===== src/rtl/frac_baud_gen_pkg.sv =====
package frac_baud_gen_pkg;

    localparam int unsigned SLOTS_DEF = 16;
    localparam int unsigned DIV_W_DEF = 16;

    // Number of set bits in a mask of up to 64 bits.
    function automatic int unsigned mask_ones(input logic [63:0] v);
        int unsigned n;
        n = 0;
        for (int i = 0; i < 64; i++) begin
            n += int'(v[i]);
        end
        return n;
    endfunction

    // Clocks in one bit: slots * (div + 1) + extensions.
    function automatic int unsigned bit_clocks(input int unsigned slots,
                                               input int unsigned div,
                                               input logic [63:0] mask);
        return slots * (div + 1) + mask_ones(mask);
    endfunction

    // Generator phase, used for readability of the top-level control.
    typedef enum logic [1:0] {
        PH_IDLE  = 2'd0,
        PH_SLOT  = 2'd1,
        PH_BOUND = 2'd2
    } gen_phase_e;

endpackage


===== src/rtl/bgen_cfg_shadow.sv =====
module bgen_cfg_shadow #(
    parameter int unsigned DIV_W = 16,
    parameter int unsigned SLOTS = 16
) (
    input  logic             clk,
    input  logic             rst,
    input  logic             load,
    input  logic [DIV_W-1:0] div_in,
    input  logic [SLOTS-1:0] mask_in,
    output logic [DIV_W-1:0] div_q,
    output logic [SLOTS-1:0] mask_q
);
    // Working copy of the rate setting; only replaced when load is high.
    always_ff @(posedge clk) begin
        if (rst) begin
            div_q  <= '0;
            mask_q <= '0;
        end else if (load) begin
            div_q  <= div_in;
            mask_q <= mask_in;
        end
    end
endmodule


===== src/rtl/bgen_tick_timer.sv =====
module bgen_tick_timer #(
    parameter int unsigned CNT_W = 17
) (
    input  logic             clk,
    input  logic             rst,
    input  logic             run,
    input  logic [CNT_W-1:0] term,
    output logic             done
);
    logic [CNT_W-1:0] cnt_q;

    // Slot ends when the count reaches the terminal value.
    assign done = run && (cnt_q == term);

    always_ff @(posedge clk) begin
        if (rst || !run) begin
            cnt_q <= '0;
        end else if (done) begin
            cnt_q <= '0;
        end else begin
            cnt_q <= cnt_q + CNT_W'(1);
        end
    end
endmodule


===== src/rtl/bgen_slot_seq.sv =====
module bgen_slot_seq #(
    parameter int unsigned SLOTS = 16,
    localparam int unsigned IDX_W = (SLOTS > 1) ? $clog2(SLOTS) : 1
) (
    input  logic             clk,
    input  logic             rst,
    input  logic             run,
    input  logic             advance,
    output logic [IDX_W-1:0] idx,
    output logic             last
);
    logic [IDX_W-1:0] idx_q;

    assign idx  = idx_q;
    assign last = (idx_q == IDX_W'(SLOTS - 1));

    always_ff @(posedge clk) begin
        if (rst || !run) begin
            idx_q <= '0;
        end else if (advance) begin
            idx_q <= last ? '0 : idx_q + IDX_W'(1);
        end
    end
endmodule


===== src/rtl/frac_baud_gen.sv =====
module frac_baud_gen
    import frac_baud_gen_pkg::*;
#(
    parameter int unsigned DIV_W = DIV_W_DEF,
    parameter int unsigned SLOTS = SLOTS_DEF
) (
    input  logic             clk,
    input  logic             rst,
    input  logic             enable,
    input  logic [DIV_W-1:0] div_i,
    input  logic [SLOTS-1:0] slot_mask_i,
    output logic             tick_o,
    output logic             bit_strobe_o
);
    localparam int unsigned CNT_W = DIV_W + 1;
    localparam int unsigned IDX_W = (SLOTS > 1) ? $clog2(SLOTS) : 1;

    logic [DIV_W-1:0] act_div;
    logic [SLOTS-1:0] act_mask;
    logic [IDX_W-1:0] slot_idx;
    logic             slot_last;
    logic             slot_done;
    logic             stretch;
    logic [CNT_W-1:0] slot_term;
    logic             bound;
    logic             cfg_load;
    gen_phase_e       phase;
    logic             tick_q;
    logic             strobe_q;

    // Phase decode of the current cycle.
    always_comb begin
        if (!enable)                     phase = PH_IDLE;
        else if (slot_done && slot_last) phase = PH_BOUND;
        else                             phase = PH_SLOT;
    end

    assign bound    = (phase == PH_BOUND);
    assign cfg_load = (phase == PH_IDLE) || bound;

    bgen_cfg_shadow #(.DIV_W(DIV_W), .SLOTS(SLOTS)) cfg_i (
        .clk     (clk),
        .rst     (rst),
        .load    (cfg_load),
        .div_in  (div_i),
        .mask_in (slot_mask_i),
        .div_q   (act_div),
        .mask_q  (act_mask)
    );

    // Extension bit for the slot in progress.
    assign stretch   = act_mask[slot_idx];
    assign slot_term = {1'b0, act_div} + CNT_W'(stretch);

    bgen_tick_timer #(.CNT_W(CNT_W)) timer_i (
        .clk  (clk),
        .rst  (rst),
        .run  (enable),
        .term (slot_term),
        .done (slot_done)
    );

    bgen_slot_seq #(.SLOTS(SLOTS)) seq_i (
        .clk     (clk),
        .rst     (rst),
        .run     (enable),
        .advance (slot_done),
        .idx     (slot_idx),
        .last    (slot_last)
    );

    // Registered pulse outputs.
    always_ff @(posedge clk) begin
        if (rst) begin
            tick_q   <= 1'b0;
            strobe_q <= 1'b0;
        end else begin
            tick_q   <= slot_done;
            strobe_q <= bound;
        end
    end

    assign tick_o       = tick_q;
    assign bit_strobe_o = strobe_q;
endmodule


===== config.mk =====
export PLATFORM = sky130hd
export DESIGN_NAME = frac_baud_gen
export DESIGN_NICKNAME = d
export VERILOG_FILES = /design/src/rtl/frac_baud_gen_pkg.sv /design/src/rtl/bgen_cfg_shadow.sv /design/src/rtl/bgen_tick_timer.sv /design/src/rtl/bgen_slot_seq.sv /design/src/rtl/frac_baud_gen.sv
export SDC_FILE = /design/constraint.sdc
export NUM_CORES = 1
export LEC_CHECK = 0
export ABC_AREA = 1
export BUFFER_PORTS_ARGS = -buffer_cell sky130_fd_sc_hd__buf_2
export CAP_MARGIN = 20
export CELL_PAD_IN_SITES_DETAIL_PLACEMENT = 1
export CELL_PAD_IN_SITES_GLOBAL_PLACEMENT = 2
export CORE_MARGIN = 2
export CORE_UTILIZATION = 35
export DETAILED_ROUTE_END_ITERATION = 7
export PLACE_DENSITY_LB_ADDON = 0.1
export SETUP_SLACK_MARGIN = 0.5
export SLEW_MARGIN = 25
export SYNTH_ARGS = -nofsm -noshare
export SYNTH_HDL_FRONTEND = slang
export SYNTH_SLANG_ARGS = --single-unit
export TNS_END_PERCENT = 5

===== constraint.sdc =====
create_clock -name clk -period 5.06 [get_ports clk]
set_input_delay 0.253 -clock clk [delete_from_list [all_inputs] [get_ports clk]]
set_output_delay 0.253 -clock clk [all_outputs]
set_load 0.1 [all_outputs]

==> results.cfg, run 1 <==
[sta]
hold_viol = 0
max_slew.worst_pin.slew_ns = 0.744
slew_headroom_pct = 50.4
fin_tns_setup_ns = 0
rsz0062_at_grt = no
setup_viol = 0
max_freq_ghz = 0.259
skew_ns = 0.00738
holdWs_ns = 0.159
fin_crit_sh_pct = 76.3
period_minus_slack_ns = 3.86
slew_violations = 0

[worst_setup_path]
critPathTopFamily = simple AND/OR/NAND/NOR gates
worstPathCellList = inv_1, o21ai_0, a21oi_1, o21ai_0, a31oi_1, nor2_1, ha_1, ha_1, nand3_1, inv_2, nand2_1, nand2_1, nand2_1, nor2_1, nand4_1, nor2_2, nand4_4, buf_4, a21oi_1, nor2_1
cp_max_fo = 44
reg2reg_slack_ns = 1.20
start_kind = flop
crit_buf_inv = 3
slowest_delay_ns = 0.49
critPathCaptureType = flop
path_class = flop to flop
crit_required_ns = 5.27
cpMaxStageDelayCell = dfxtp_2
worstPathArrival_ns = 4.07

[clocking]
cts_root_buf = clkbuf_8
cts_tree = done
clock_sinks = 55
cts_setup_buffers = 0
clk_path_buf_depth = 2
clk_pin_slew_ns = 0.10
h-tree-depth = 2
cts_buffers = 5
clk_latency_ns = 0.31

[yosys]
synthTopCellsByArea = dfxtp_1, nand2_1, nor2_1, inv_1, a21oi_1
synth_top_area_share_pct = 33.1
synthTopCellsByCount = nand2_1, nor2_1, inv_1
yosysMostFrequentCell = nand2_1
syn_nets = 541
synthesis.area_um2 = 3320
synth_top_area_cell = dfxtp_1
ys_seq_area_share_pct = 33.1
ys_types = 30
synth_top_flop_cell = dfxtp_1
synth_warnings = 0
syn_inst = 502
ys_seq_elements = 55
synth_edf_count = 0
synthArstFlopShare_pct = 0
synth_area_per_cell_um2 = 6.62

[grt]
grt_max_degree = 66
antenna_found_initial = 0
grt_util_all_layers_pct = 17.8
grt_pass1_wl_um = 15000
grt_pass1_vias = 3205
grt.overflow.total = 0

[die]
rows = 35
dieArea_um2 = 10300
die_y_um = 101
ios = 37
initial_utilization_pct = 36.0
coreArea_um2 = 9240
dieWidth_um = 101

[place]
place_hpwl_um = 6440
gp_congestion = 0.877
placed_area_um2 = 3570
placed_cells = 649
io_buffers = 36

[drt]
vias = 3085
drcViolationCount = 0
wl_per_cell_um = 12.8
drt_iter0_drc = 69
ant_nets = 0
firstDrtPassIters = 4
via_per_inst = 4.70
wirelength_um = 8430

[status]
status = finished, final reports clean

[run]
cap_violations = 0

[final_layout]
final_area_um2 = 3690
fillers = 1227
instances_no_fill = 657
area_growth_syn_to_layout_pct = 11.0
drive_above_1_share_pct = 15.9
nNetsFinal = 566
antenna_cells = 0

[power_and_ir_drop]
leakagePower_nw = 1.70
p_per_area_nw_per_um2 = 244
vdd_ir_drop_max_v = 0.000114
finalPower_mw = 0.899

[hold_path]
hold_class = input port to flop
-- where the power goes --
group,internal (mW),switching (mW),total (mW)
Sequential,0.452,0.0164,0.468
Combinational,0.0481,0.0700,0.118
Clock,0.161,0.152,0.313
Total,0.660,0.238,0.899
-- layout by cell type, fill, tap and decap left out, types with 3 or more instances in the layout --
cell	netlist	layout
a21oi_1	45	45
buf_2	4	36
clkbuf_8	0	6
dfxtp_1	55	54
ha_1	4	4
inv_1	66	65
inv_2	2	3
nand2_1	114	114
nand2_2	3	3
nand3_1	37	37
nand3_2	21	21
nand4_1	6	6
nor2_1	69	69
nor2_4	4	4
nor3_1	7	7
nor3b_1	5	5
o21ai_0	10	10
or2_2	3	3
xnor2_1	5	5
xor2_1	14	14
-- path summary, 6_finish.rpt --
kind / start / endpoint / cells past startpoint
hold reg to reg: timer_i.cnt_q[3] / timer_i.cnt_q[4] / 2
setup reg to reg: seq_i.idx[0] / cfg_i.mask_q[6] / 20
setup / recovery: seq_i.idx[0] / cfg_i.mask_q[6] / 20
hold / removal: div_i[14] / cfg_i.div_q[14] / 3
-- registers in the layout, indices dropped and copies added, names as in the netlist --
signal         flops
cfg_i.mask_q      16
cfg_i.div_q       16
tick_o             1
bit_strobe_o       1
timer_i.cnt_q     17
seq_i.idx          4
-- timing repair --
item / CTS / global route
endpoints found under the hold margin: 0 / 0
resized for setup: 0 / 1
setup endpoints to repair: 0 / 4
hold buffers: 0 / 0
-- stage by stage --
stage,util (%),worst slack [ns]
after floorplan,-,2.11
after global placement,38.6,1.17
after detailed placement,38.6,1.00
after CTS,39.9,0.985
after global routing,39.9,0.672
final,39.9,1.20
-- per-layer routing --
| metal | up-vias | part of all wire [%] | global-route usage [%] |
|---|---|---|---|
| li1 | 1634 | - | - |
| met1 | 1418 | 50 | 24.8 |
| met2 | 28 | 47 | 30.4 |
| met4 | 0 | 0.65 | 2.81 |
| met5 | - | 0 | 0 |
| met3 | 5 | 2.2 | 2.14 |
-- layout make-up --
class | instances | area, um2 | share of cell area [%]
Tap cell | 129 | 161 | 4.38
Multi-Input combinational cell | 358 | 1850 | 50.2
Clock buffer | 6 | 82.6 | 2.24
Inverter | 69 | 259 | 7.02
Timing Repair Buffer | 38 | 195 | 5.29
Sequential cell | 55 | 1100 | 29.9
Clock inverter | 2 | 35.0 | 0.950
-- kinds of logic after synthesis --
| kind of cell | Yosys count | share of synthesized area (%) |
|---|---|---|
| DFF | 55 | 33.1 |
| AOI/OAI and AO/OA | 61 | 9.49 |
| and+or+nand+nor | 274 | 39.5 |
| buffers and inverters | 89 | 11.3 |
| xor gates and xnor gates | 19 | 5.01 |
| adders and majority gates | 4 | 1.51 |
-- tightest hold or removal path: stages --
cell	delay (ns)
buf_2	0.07
a21oi_1	0.03
nor2_1	0.08
Note: power is estimated with default switching activity, not from simulation.
==> run 2, diff against run 1 <==
--- a/config.mk
+++ b/config.mk
@@ -11,7 +11,7 @@
 export CELL_PAD_IN_SITES_DETAIL_PLACEMENT = 1
 export CELL_PAD_IN_SITES_GLOBAL_PLACEMENT = 2
 export CORE_MARGIN = 2
-export CORE_UTILIZATION = 35
+export CORE_UTILIZATION = 32
 export DETAILED_ROUTE_END_ITERATION = 7
 export PLACE_DENSITY_LB_ADDON = 0.1
 export SETUP_SLACK_MARGIN = 0.5
==> constraint.sdc (replaced) <==
create_clock -name clk -period 3.7 [get_ports clk]
set_input_delay 0.185 -clock clk [delete_from_list [all_inputs] [get_ports clk]]
set_output_delay 0.185 -clock clk [all_outputs]
set_load 0.1 [all_outputs]
==> run 2 against run 1 <==
Effect of this change:
- register-to-register slack got worse by 0.73 ns
- routed wire length rose by 15%
- sequential power is 37% higher
- maximum frequency up 19%
- clock power grew 38%
- critical path depth decreased by 1
- critical path type unchanged
- largest power group unchanged
==> results.cfg, run 2 (synthesis gave the netlist of run 1 again) <==
[status]
status = finished, final reports clean

[final_layout]
regMostFlops = timer_i.cnt_q
final_area_um2 = 4130
final-seq-area_um2 = 1110
nNetsFinal = 584
instances_no_fill = 682
reg_top3 = timer_i.cnt_q x17, cfg_i.div_q x16, cfg_i.mask_q x16
drive_above_1_share_pct = 22.0
largest_reg_flops = 17
area_growth_syn_to_layout_pct = 24.4
final_cell_mix = nand2_1, nor2_1, inv_1
final_common_cell = nand2_1
antenna_cells = 0
multiInputGateArea_um2 = 1980
fillers = 1326

[worst_setup_path]
slowest_delay_ns = 0.39
path_class = flop to flop
r2r_start = seq_i.idx[0]
critPathCaptureType = flop
critPathTopFamily = simple AND/OR/NAND/NOR gates
worstPathCellList = buf_8, nand3_4, o311ai_4, o21ai_1, a31oi_1, nor2_1, ha_2, nand2_1, nor2_4, nand2_2, nor2_4, xor2_1, nand2_1, nor2_4, nand4_4, buf_12, buf_12, a21oi_1, nor2_1
crit_top_cell = nor2_4
cp_max_fo = 7
cpMaxStageDelayCell = dfxtp_4
crit_required_ns = 3.92
rr_endpoint = cfg_i.div_q[2]
start_kind = flop
worstPathArrival_ns = 3.45
startpoint = seq_i.idx[0]
reg2reg_slack_ns = 0.46
r2r_cells = 19
crit_buf_inv = 3

[grt]
grt_max_degree = 66
antenna_found_initial = 0
grt_pass1_wl_um = 15900
grt.overflow.total = 0
grt_pass1_vias = 3296
grt_util_all_layers_pct = 17.5

[hold_path]
hold_path_startpoint = slot_mask_i[8]
min_delay_path_depth = 3
worst_hold_path.endpoint = cfg_i.mask_q[8]
hold_class = input port to flop

[place]
gp_congestion = 0.776
placed_area_um2 = 3610
place_hpwl_um = 6760
placed_cells = 659
io_buffers = 36

[power_and_ir_drop]
finalPower_mw = 1.25
leakagePower_nw = 1.89
p_per_area_nw_per_um2 = 303
vdd_ir_drop_max_v = 0.000124

[sta]
period_minus_slack_ns = 3.24
max_freq_ghz = 0.309
hold_viol = 0
fin_crit_sh_pct = 87.4
rsz0062_at_grt = yes
setup_viol = 0
fin_tns_setup_ns = 0
slew_headroom_pct = 46.6
skew_ns = 0.00650
slew_violations = 0
max_slew.worst_pin.slew_ns = 0.801
holdWs_ns = 0.0650

[drt]
firstDrtPassIters = 4
vias = 3220
wirelength_um = 9710
drcViolationCount = 0
ant_nets = 0
via_per_inst = 4.72
routed-wl-met3_um = 183
wl_per_cell_um = 14.2
met2_wirelength_um = 4610
wl_met1_um = 4800
drt_iter0_drc = 70
highest_layer = met4

[clocking]
clk_pin_slew_ns = 0.10
cts_tree = done
clk_latency_ns = 0.32
clock_sinks = 55
cts_buffers = 5
hold_buffers = 0
cts_root_buf = clkbuf_8
clk_path_buf_depth = 2
h-tree-depth = 2

[die]
dieWidth_um = 106
initial_utilization_pct = 32.6
coreArea_um2 = 10200
dieArea_um2 = 11200
rows = 37
ios = 37
die_y_um = 106

[run]
cap_violations = 0
## run 2: per-layer routing
layer,global-route usage [%],up-vias
li1,-,1670
met1,24.1,1514
met2,29.4,27
met3,1.98,9
met4,3.95,0
met5,0,-
## run 2: cell type report
cell class	instances	share of cell area, %
clock buffers	6	2.00
clock inverters	2	0.847
inverters	69	6.51
multi-input cells	358	47.8
flip-flops and latches	55	26.8
well taps	136	4.12
repair buffers	56	11.9
## run 2: timing repair
action	in CTS	in global routing
setup endpoints to repair	53	55
buffers inserted	5	5
pin swaps	2	21
cloned	2	3
gates resized for setup	16	35
## run 2: through the flow
stage | utilization, % | setup slack [ns]
CTS | 38.0 | 0.506
floorplan | - | 0.750
global placement | 35.5 | 0.275
detailed placement | 35.5 | 0.194
global route | 40.6 | 0.219
finish | 40.6 | 0.465
## run 2: worst reg2reg max path, cell delays in order, from the launching register on
cell,delay (ns)
dfxtp_4,0.39
buf_8,0.14
nand3_4,0.08
o311ai_4,0.08
o21ai_1,0.19
a31oi_1,0.08
nor2_1,0.20
ha_2,0.26
nand2_1,0.11
nor2_4,0.13
nand2_2,0.14
nor2_4,0.19
xor2_1,0.16
nand2_1,0.10
nor2_4,0.16
nand4_4,0.16
buf_12,0.19
buf_12,0.14
a21oi_1,0.16
nor2_1,0.07
## run 2: power breakdown
group	switching, mW	leakage (nW)	total [mW]	internal (mW)
clock	0.212	0.0612	0.431	0.220
combinational	0.107	1.38	0.180	0.0736
sequential	0.0246	0.453	0.641	0.616
total	0.343	1.89	1.25	0.909
## run 2: worst max path at each step
stage	end	depth (start not counted)
floorplan	cfg_i.div_q[0]	22
global placement	cfg_i.mask_q[14]	20
detailed placement	timer_i.cnt_q[14]	19
CTS	cfg_i.div_q[15]	20
global route	cfg_i.mask_q[8]	22
finish	cfg_i.div_q[2]	19
